`src/rtl/eag_pkg.sv`:
```
package eag_pkg;

  typedef enum logic [3:0] {
    AM_NONE   = 4'd0,
    AM_IMM    = 4'd1,
    AM_DP     = 4'd2,
    AM_ABS    = 4'd3,
    AM_X0     = 4'd4,
    AM_X8     = 4'd5,
    AM_X16    = 4'd6,
    AM_S8     = 4'd7,
    AM_S16    = 4'd8,
    AM_BRANCH = 4'd9,
    AM_XINC0  = 4'd10,
    AM_XINC8  = 4'd11,
    AM_MV_ID  = 4'd12,
    AM_MV_DD  = 4'd13,
    AM_MV_XD  = 4'd14,
    AM_MV_DX  = 4'd15
  } am_e;

  localparam int unsigned AM_W = 4;

endpackage

```
`src/rtl/eag_wrap_add.sv`:
```
module eag_wrap_add #(
  parameter int unsigned W = 16
) (
  input  logic [W-1:0] a,
  input  logic [W-1:0] b,
  output logic [W-1:0] sum
);
  // Carry out of the top bit is dropped: modulo 2^W.
  logic [W:0] full;
  always_comb begin
    full = {1'b0, a} + {1'b0, b};
    sum  = full[W-1:0];
  end
endmodule

```
`src/rtl/eag_calc.sv`:
```
module eag_calc
  import eag_pkg::*;
#(
  parameter int unsigned ADDR_W = 16,
  parameter int unsigned BYTE_W = 8
) (
  input  logic [AM_W-1:0]   mode,
  input  logic [BYTE_W-1:0] op0,
  input  logic [BYTE_W-1:0] op1,
  input  logic [ADDR_W-1:0] hx,
  input  logic [ADDR_W-1:0] sp,
  input  logic [ADDR_W-1:0] pc,
  input  logic              taken,
  output logic [ADDR_W-1:0] ea,
  output logic              ea_use,
  output logic [ADDR_W-1:0] dst,
  output logic              dst_use,
  output logic [ADDR_W-1:0] hx_out,
  output logic              hx_upd
);
  localparam int unsigned HI_W = ADDR_W - BYTE_W;

  am_e am;
  logic [ADDR_W-1:0] base, offs, idx_sum, rel_off, rel_sum, hx_inc, dp0, dp1;

  always_comb begin
    am   = am_e'(mode);
    dp0  = {{HI_W{1'b0}}, op0};
    dp1  = {{HI_W{1'b0}}, op1};
    base = (am == AM_S8 || am == AM_S16) ? sp : hx;
    unique case (am)
      AM_X8, AM_S8, AM_XINC8: offs = dp0;
      AM_X16, AM_S16:         offs = {op0, op1};
      default:                offs = '0;
    endcase
    rel_off = {{HI_W{op0[BYTE_W-1]}}, op0};
  end

  eag_wrap_add #(.W(ADDR_W)) u_idx (.a(base), .b(offs),    .sum(idx_sum));
  eag_wrap_add #(.W(ADDR_W)) u_rel (.a(pc),   .b(rel_off), .sum(rel_sum));
  eag_wrap_add #(.W(ADDR_W)) u_inc (.a(hx),   .b(ADDR_W'(1)), .sum(hx_inc));

  always_comb begin
    ea      = '0;
    ea_use  = 1'b0;
    dst     = '0;
    dst_use = 1'b0;
    hx_upd  = 1'b0;
    unique case (am)
      AM_NONE, AM_IMM: ;
      AM_DP:    begin ea = dp0;        ea_use = 1'b1; end
      AM_ABS:   begin ea = {op0, op1}; ea_use = 1'b1; end
      AM_X0, AM_X8, AM_X16, AM_S8, AM_S16:
                begin ea = idx_sum;    ea_use = 1'b1; end
      AM_BRANCH: ea = taken ? rel_sum : pc;
      AM_XINC0, AM_XINC8:
                begin ea = idx_sum; ea_use = 1'b1; hx_upd = 1'b1; end
      AM_MV_ID: begin dst = dp1; dst_use = 1'b1; end
      AM_MV_DD: begin ea = dp0; ea_use = 1'b1; dst = dp1; dst_use = 1'b1; end
      AM_MV_XD: begin
        ea = hx;  ea_use = 1'b1; dst = dp0; dst_use = 1'b1; hx_upd = 1'b1;
      end
      AM_MV_DX: begin
        ea = dp0; ea_use = 1'b1; dst = hx;  dst_use = 1'b1; hx_upd = 1'b1;
      end
      default: ;
    endcase
    hx_out = hx_upd ? hx_inc : hx;
  end
endmodule

```
`src/rtl/eag_pipe.sv`:
```
module eag_pipe #(
  parameter int unsigned W       = 8,
  parameter bit          REG_OUT = 1'b1
) (
  input  logic         clk,
  input  logic         rst_n,
  input  logic         in_valid,
  output logic         in_ready,
  input  logic [W-1:0] in_data,
  output logic         out_valid,
  input  logic         out_ready,
  output logic [W-1:0] out_data
);
  generate
    if (REG_OUT) begin : g_reg
      logic         full_q;
      logic [W-1:0] data_q;
      always_comb in_ready = !full_q || out_ready;
      always_ff @(posedge clk) begin
        if (!rst_n) begin
          full_q <= 1'b0;
          data_q <= '0;
        end else if (in_valid && in_ready) begin
          full_q <= 1'b1;
          data_q <= in_data;
        end else if (out_ready) begin
          full_q <= 1'b0;
        end
      end
      always_comb begin
        out_valid = full_q;
        out_data  = data_q;
      end
    end else begin : g_thru
      always_comb begin
        in_ready  = out_ready;
        out_valid = in_valid;
        out_data  = in_data;
      end
    end
  endgenerate
endmodule

```
`src/rtl/eag_top.sv`:
```
module eag_top
  import eag_pkg::*;
#(
  parameter int unsigned ADDR_W  = 16,
  parameter int unsigned BYTE_W  = 8,
  parameter bit          REG_OUT = 1'b1
) (
  input  logic              clk,
  input  logic              rst_n,
  input  logic              req_valid,
  output logic              req_ready,
  input  logic [AM_W-1:0]   req_mode,
  input  logic [BYTE_W-1:0] req_op0,
  input  logic [BYTE_W-1:0] req_op1,
  input  logic [ADDR_W-1:0] req_hx,
  input  logic [ADDR_W-1:0] req_sp,
  input  logic [ADDR_W-1:0] req_pc,
  input  logic              req_taken,
  output logic              res_valid,
  input  logic              res_ready,
  output logic [ADDR_W-1:0] res_ea,
  output logic              res_ea_use,
  output logic [ADDR_W-1:0] res_dst,
  output logic              res_dst_use,
  output logic [ADDR_W-1:0] res_hx,
  output logic              res_hx_upd
);
  localparam int unsigned RES_W = 3 * ADDR_W + 3;

  logic [ADDR_W-1:0] c_ea, c_dst, c_hx;
  logic              c_ea_use, c_dst_use, c_hx_upd;
  logic [RES_W-1:0]  c_pack, r_pack;

  eag_calc #(.ADDR_W(ADDR_W), .BYTE_W(BYTE_W)) u_calc (
    .mode(req_mode), .op0(req_op0), .op1(req_op1),
    .hx(req_hx), .sp(req_sp), .pc(req_pc), .taken(req_taken),
    .ea(c_ea), .ea_use(c_ea_use), .dst(c_dst), .dst_use(c_dst_use),
    .hx_out(c_hx), .hx_upd(c_hx_upd)
  );

  always_comb c_pack = {c_ea, c_ea_use, c_dst, c_dst_use, c_hx, c_hx_upd};

  eag_pipe #(.W(RES_W), .REG_OUT(REG_OUT)) u_pipe (
    .clk(clk), .rst_n(rst_n),
    .in_valid(req_valid), .in_ready(req_ready), .in_data(c_pack),
    .out_valid(res_valid), .out_ready(res_ready), .out_data(r_pack)
  );

  always_comb {res_ea, res_ea_use, res_dst, res_dst_use, res_hx, res_hx_upd} = r_pack;
endmodule

```
`config.mk`:
```
export PLATFORM = sky130hd
export DESIGN_NAME = eag_top
export DESIGN_NICKNAME = d
export VERILOG_FILES = /design/src/rtl/eag_pkg.sv /design/src/rtl/eag_wrap_add.sv /design/src/rtl/eag_calc.sv /design/src/rtl/eag_pipe.sv /design/src/rtl/eag_top.sv
export SDC_FILE = /design/constraint.sdc
export NUM_CORES = 1
export LEC_CHECK = 0
export BUFFER_PORTS_ARGS = -buffer_cell sky130_fd_sc_hd__buf_4
export CAP_MARGIN = 5
export CORE_ASPECT_RATIO = 1.75
export CORE_MARGIN = 4
export CORE_UTILIZATION = 25
export CTS_CLUSTER_DIAMETER = 30
export DETAILED_ROUTE_END_ITERATION = 6
export SLEW_MARGIN = 0
export SYNTH_ARGS = -nofsm -noshare
export SYNTH_HDL_FRONTEND = slang
export SYNTH_SLANG_ARGS = --single-unit
export TNS_END_PERCENT = 20
```
`constraint.sdc`:
```
create_clock -name clk -period 4.9 [get_ports clk]
set_clock_uncertainty 0.15 [all_clocks]
set_input_delay 0.245 -clock clk [delete_from_list [all_inputs] [get_ports clk]]
set_output_delay 0.245 -clock clk [all_outputs]
set_load 0.02 [all_outputs]
```
# --- Yosys cells after proc, flatten, opt, wreduce, memory -nomap -nowiden ---
# Cells that the tools add are included.
totals:
  ff_bits: 52
  latch_bits: 0
  ramBits: 0
  romBits: 0
  wordCells: 43
  memories: 0
classes:
  addsub: 3
  mul: 0
  n_div: 0
  magnitude_cmp: 0
  n_eq_ne: 14
  n_shift: 0
  n_mux: 11
  n_bitwise: 0
  reduce_logical: 13
ops:
  columns: ["cell", "n"]
  rows:
  - ["16-bit case mux with 5 select lines", 1]
  - ["16-bit two-way mux", 3]
  - ["16-bit case mux with 3 select lines", 1]
  - ["16-bit adder", 2]
  - ["4-bit equality test (second input constant)", 8]
  - ["16-bit case mux with 2 select lines", 1]
  - ["16-bit by 1-bit adder with 16-bit output (second input constant)", 1]
  - ["4-bit by 3-bit equality test with 1-bit output (second input constant)", 4]
  - ["12-bit OR reduction", 1]
  - ["4-bit by 2-bit equality test with 1-bit output (second input constant)", 2]
  - ["4-bit OR reduction", 2]
  - ["7-bit OR reduction", 1]
  - ["3-bit OR reduction", 2]
  - ["1-bit two-way mux", 5]
  - ["2-bit OR reduction", 2]
  - ["1-bit logical OR", 2]
  - ["2-bit nonzero test", 1]
  - ["1-bit logical AND", 1]
  - ["1-bit zero test", 1]

# --- Depth between registers and ports, before layout ---
logic_depth:
  ltp_word: 5
  mapped_depth: 14
  depth_no_buf: 13

# --- Cells and area by module ---
# From an unflattened synthesis, not the netlist that was laid out.
hier_totals:
  cells_unflattened: 788
  hier_area_um2: 6510.0
by_module_without_submodules:
  columns: ["mod", "instances", "cells_each", "area_each_um2", "seq_area_each_um2"]
  rows:
  - ["eag_pipe", 1, 226, 2139.6, 1041.0]
  - ["eag_calc", 1, 250, 1949.4, 0.0]
  - ["eag_wrap_add at u_calc.u_idx ...", 2, 104, 805.8, 0.0]
  - ["eag_wrap_add at u_calc.u_rel", 1, 104, 809.5, 0.0]

# --- Worst setup path after synthesis ---
# No wires, ideal clock.
synth_path:
  path_type: "input port to flip-flop"
  start: "input port req_mode[3]"
  end: "register u_pipe.g_reg.data_q[47] (netlist: u_pipe.out_data[47])"
  setup_time_ns: 0.081
  arrival_ns: 3.248
  t_required_ns: 4.669
  path_slack_ns: 1.421
  stages: 14
  n_path_buf: 2
  path_cell_list: "buf_2 nand2b_1 o2bb2ai_4 buf_2 mux2_2 ha_1 fa_1 a211oi_2 o211ai_1 and3b_1 nor3_1 mux2i_1 nand3_1 a41oi_1"
synth_via:
  elab_chain_cells: 5
  word_cells_on_any_way: 22
synth_lines:
  columns: ["item", "line", "source"]
  rows:
  - ["from (decl)", "eag_top.sv:12", "input logic [AM_W-1:0] req_mode,"]
  - ["4-bit by 3-bit equality test with 1-bit output (tied with other cells)", "eag_calc.sv:31, eag_calc.sv:49", null]
  - ["3-bit OR reduction (tied with other cells)", "eag_calc.sv:31", "unique case (am)"]
  - ["16-bit case mux with 2 select lines / 16-bit two-way mux (equally long branches)", "eag_calc.sv:31, eag_calc.sv:30", null]
  - ["16-bit adder", "eag_wrap_add.sv:11", "full = {1'b0, a} + {1'b0, b};"]
  - ["16-bit case mux with 5 select lines (*)", "eag_calc.sv:49", "unique case (am)"]
  - ["to (signal assigned)", "eag_pipe.sv:25", "data_q <= in_data;"]
  - ["to (decl)", "eag_pipe.sv:17", "logic [W-1:0] data_q;"]
# Mark *: on every way between the ends. The rest lies on a longest branch, timed or not.
# A chain may end at the register's enable or synchronous reset.

# --- Final worst setup path ---
layout_path:
  start: "input port req_mode[1]"
  end: "register u_pipe.g_reg.data_q[47] (netlist: u_pipe.out_data[47])"
# The elaborated chain is that of the path after synthesis.

==> metrics.yaml <==
worst_setup_path:
  type_of_the_worst_setup_path: "input pin to flip-flop"
  endpoint_kind: "flip-flop"
  worstSetupStartpointType: "input pin"
  crit_required_ns: 4.98
  crit_path_cell_trace: "buf_4, nand2_1, o2bb2ai_4, mux2_2, ha_1, fa_1, a211oi_2, o211ai_1, and3b_1, nor3_1, mux2i_1, nand3_1, a41oi_1"
  cp_slowest_cell: "sky130_fd_sc_hd__o2bb2ai_4"
  worst_ep_arrival_time_ns: 3.76
  timing.critical_path.fanout_max: 30
  timing.critical_path.slowest_cell_delay_ns: 0.50
layout:
  layout_cells_sized_above_1_pct: 26.1
  layoutNonFillerInstCount: 928
  final_net_count: 792
  finish.instance_area_mm2: 0.00611
  antennaDiodeCount: 0
  layout.cells.most_common_list: "sky130_fd_sc_hd__buf_4, sky130_fd_sc_hd__nand2_1, sky130_fd_sc_hd__dfxtp_1"
  areaGrowthSynthToFinish_pct: 26.7
  layout_commonest_cell: "sky130_fd_sc_hd__buf_4"
clock_network:
  clock_pin_slew_on_the_worst_setup_and_hold_paths_ns: 0.08
  cts_root_buf: "sky130_fd_sc_hd__clkbuf_16"
  cts_hold_buf: 0
  cts_setup_buffers: 0
  number_of_clock_buffers_inserted_by_tritoncts: 5
  source_to_sink_clock_delay_at_the_later_pin_of_the_worst_skew_pair_ns: 0.30
  cts_repair_resize_count: 0
  cts_tree: "yes"
  cts_h_tree_depth: 2
  cts-root-to-sink-buffers: 2
  tritoncts_num_sinks: 52
sta:
  worstMarginPinSlew_ns: 1.04
  setup_viol: 0
  fin_crit_sh_pct: 75.1
  hold_violations: 0
  timing.max_slew.rel_slack_pct: 30.3
  finalWorstPathRequiredPeriod_ns: 3.68
  final_critical_path_setup_slack_ns: 1.22
  max_freq_mhz: 272
  maxSlewViolCount: 0
  unrepaired_setup_endpoints_after_global_routing: "false"
  finalHoldWorstSlack_ns: 0.0493
  setup-tns-final_ns: 0
yosys:
  syn-num-nets: 691
  postSynth.topFlopCell: "sky130_fd_sc_hd__dfxtp_1"
  async_reset_ff_share_pct: 0
  yosysSeqAreaShare_pct: 21.6
  post_synthesis_sequential_element_count: 52
  yosysWarningCount: 0
  post_synth_instance_area_mm2: 0.00482
  avgSynthCellArea_um2: 8.24
  synth_enable_flop_cells: 0
  synth.top_cell.area_share_pct: 21.6
  synth_largest_area_cell: "sky130_fd_sc_hd__dfxtp_1"
  number_of_different_library_cells_in_the_post_synthesis_netlist: 70
  synth_top_cells_by_area: "sky130_fd_sc_hd__dfxtp_1, sky130_fd_sc_hd__ha_1, sky130_fd_sc_hd__mux2_2"
  synthesis.instances: 585
floorplan:
  die_height_um: 192
  starting_density_of_the_core_pct: 25.3
  core-area_mm2: 0.0190
  die_w_um: 113
  rows: 67
  die_area_mm2: 0.0217
  io-pin-count: 126
placed_design:
  post-dp-hpwl_um: 15500
  dp_slack_ns: 0.935
  globalplace.congestion: 0.918
  place_area_mm2: 0.00594
  placed_cells: 920
  port_buffers: 125
route:
  vias: 5081
  finalWirelength_um: 19400
  ant_nets: 0
  detailedRoute.firstIterationViolations: 383
  via_per_inst: 5.48
  wire_per_inst_um: 20.9
  first_pass_iters: 6
  drc_errors: 0
pwr:
  p_int_uw: 912
  pwr-share-clk_pct: 30.0
  switching_component_of_the_power_uw: 497
  cellLeakagePower_uw: 0.00269
  power.combinational.fraction_pct: 36.9
  max-vdd-ir-drop_mv: 0.123
  power.sequential.fraction_pct: 33.0
  sw_frac_of_total_pct: 35.2
  pwr_density_cell_mw_per_mm2: 231
grt:
  grt_util_all_layers_pct: 17.5
  grt_start_max_net_pins: 54
  initial_antenna_violation_count: 0
  overflow: 0
  wire_length_of_the_first_global_routing_pass_um: 29200
  grt_pass1_vias: 5026
worst_hold_path:
  hold_path_class: "input pin to flip-flop"
job:
  maxCapViolCount: 0
outcome:
  status: "finished clean"
[cells by family after synthesis]
logic type,synth area share [%]
xor+xnor,6.33
compound gates,32.5
buf+inv,3.84
fa+ha+maj,8.87
flops,21.6
mux,7.37
simple gates,19.5
[metal layers]
metal  up-vias  global-route usage [%]  routed length (µm)
met2       202                    32.4               10000
li1       2413                       -                   -
met4         0                    11.8                1340
met3        60                    2.08                 988
met5         -                       0                   0
met1      2406                    18.3                7050
[metrics by stage]
stage / power [µW] / utilization [%]
finish: 1410 / 32.1
CTS: 1420 / 32.1
global placement: 992 / 31.2
global route: 1480 / 32.1
floorplan: 792 / -
detailed placement: 994 / 31.2
[layout make-up]
cell class	count	area (µm²)
fillers	2022	12900
well taps	241	302
clock buffers	5	125
repair buffers	127	953
flip-flops and latches	52	1040
inverters	11	41.3
clock inverters	3	46.3
multi-input cells	489	3600
[power by group through the flow]
stage / Clock, µW / Sequential (µW) / Combinational (µW)
final: 423 / 465 / 521
after global placement: 0 / 475 / 518
after CTS: 434 / 465 / 521
after floorplan: 0 / 500 / 293
after global routing: 448 / 468 / 564
after detailed placement: 0 / 475 / 519
[cell usage after synthesis, types with 4 or more instances]
cell / number
sky130_fd_sc_hd__a211oi_1: 9
sky130_fd_sc_hd__a22oi_1: 15
sky130_fd_sc_hd__o211a_1: 16
sky130_fd_sc_hd__nand2_1: 54
sky130_fd_sc_hd__or3_1: 4
sky130_fd_sc_hd__clkbuf_1: 21
sky130_fd_sc_hd__ha_1: 31
sky130_fd_sc_hd__nor2b_1: 20
sky130_fd_sc_hd__nand3_1: 16
sky130_fd_sc_hd__o21a_1: 5
sky130_fd_sc_hd__a211o_1: 7
sky130_fd_sc_hd__a31oi_1: 7
sky130_fd_sc_hd__a222oi_1: 6
sky130_fd_sc_hd__a21oi_1: 34
sky130_fd_sc_hd__a22o_1: 11
sky130_fd_sc_hd__nand4_1: 4
sky130_fd_sc_hd__xnor2_1: 18
sky130_fd_sc_hd__dfxtp_1: 52
sky130_fd_sc_hd__a21boi_0: 4
sky130_fd_sc_hd__o211ai_1: 6
sky130_fd_sc_hd__inv_1: 11
sky130_fd_sc_hd__nor2_1: 31
sky130_fd_sc_hd__mux2i_1: 13
sky130_fd_sc_hd__buf_2: 10
sky130_fd_sc_hd__o21ai_0: 34
sky130_fd_sc_hd__a21o_1: 12
sky130_fd_sc_hd__nand2b_1: 9
sky130_fd_sc_hd__nor3_1: 9
sky130_fd_sc_hd__mux2_2: 20
sky130_fd_sc_hd__xor2_1: 15
sky130_fd_sc_hd__a221oi_1: 9
sky130_fd_sc_hd__and2_1: 13
[registers in the layout, summed over array words and instances, names as in the netlist]
name              flops
u_pipe.out_data      51
u_pipe.out_valid      1
[worst max-delay path, delay by kind of cell]
family          cells  cell delay [ns]
compound gates      4             1.17
fa+ha+maj           2             0.66
mux                 2             0.62
simple gates        4             0.79
buf+inv             1             0.26
[final timing paths]
| path | startpoint | endpoint | slack (ns) | cells past startpoint |
|---|---|---|---|---|
| setup / recovery | req_mode[1] | u_pipe.out_data[47]$_SDFFE_PN0P_ | 1.22 | 13 |
| setup reg to reg | u_pipe.out_valid$_SDFFE_PN0P_ | u_pipe.out_data[30]$_SDFFE_PN0P_ | 2.41 | 7 |
| hold / removal | req_valid | u_pipe.out_valid$_SDFFE_PN0P_ | 0.05 | 3 |
| hold reg to reg | u_pipe.out_data[0]$_SDFFE_PN0P_ | u_pipe.out_data[0]$_SDFFE_PN0P_ | 0.32 | 2 |
Note: power is estimated with default switching activity, not from simulation.
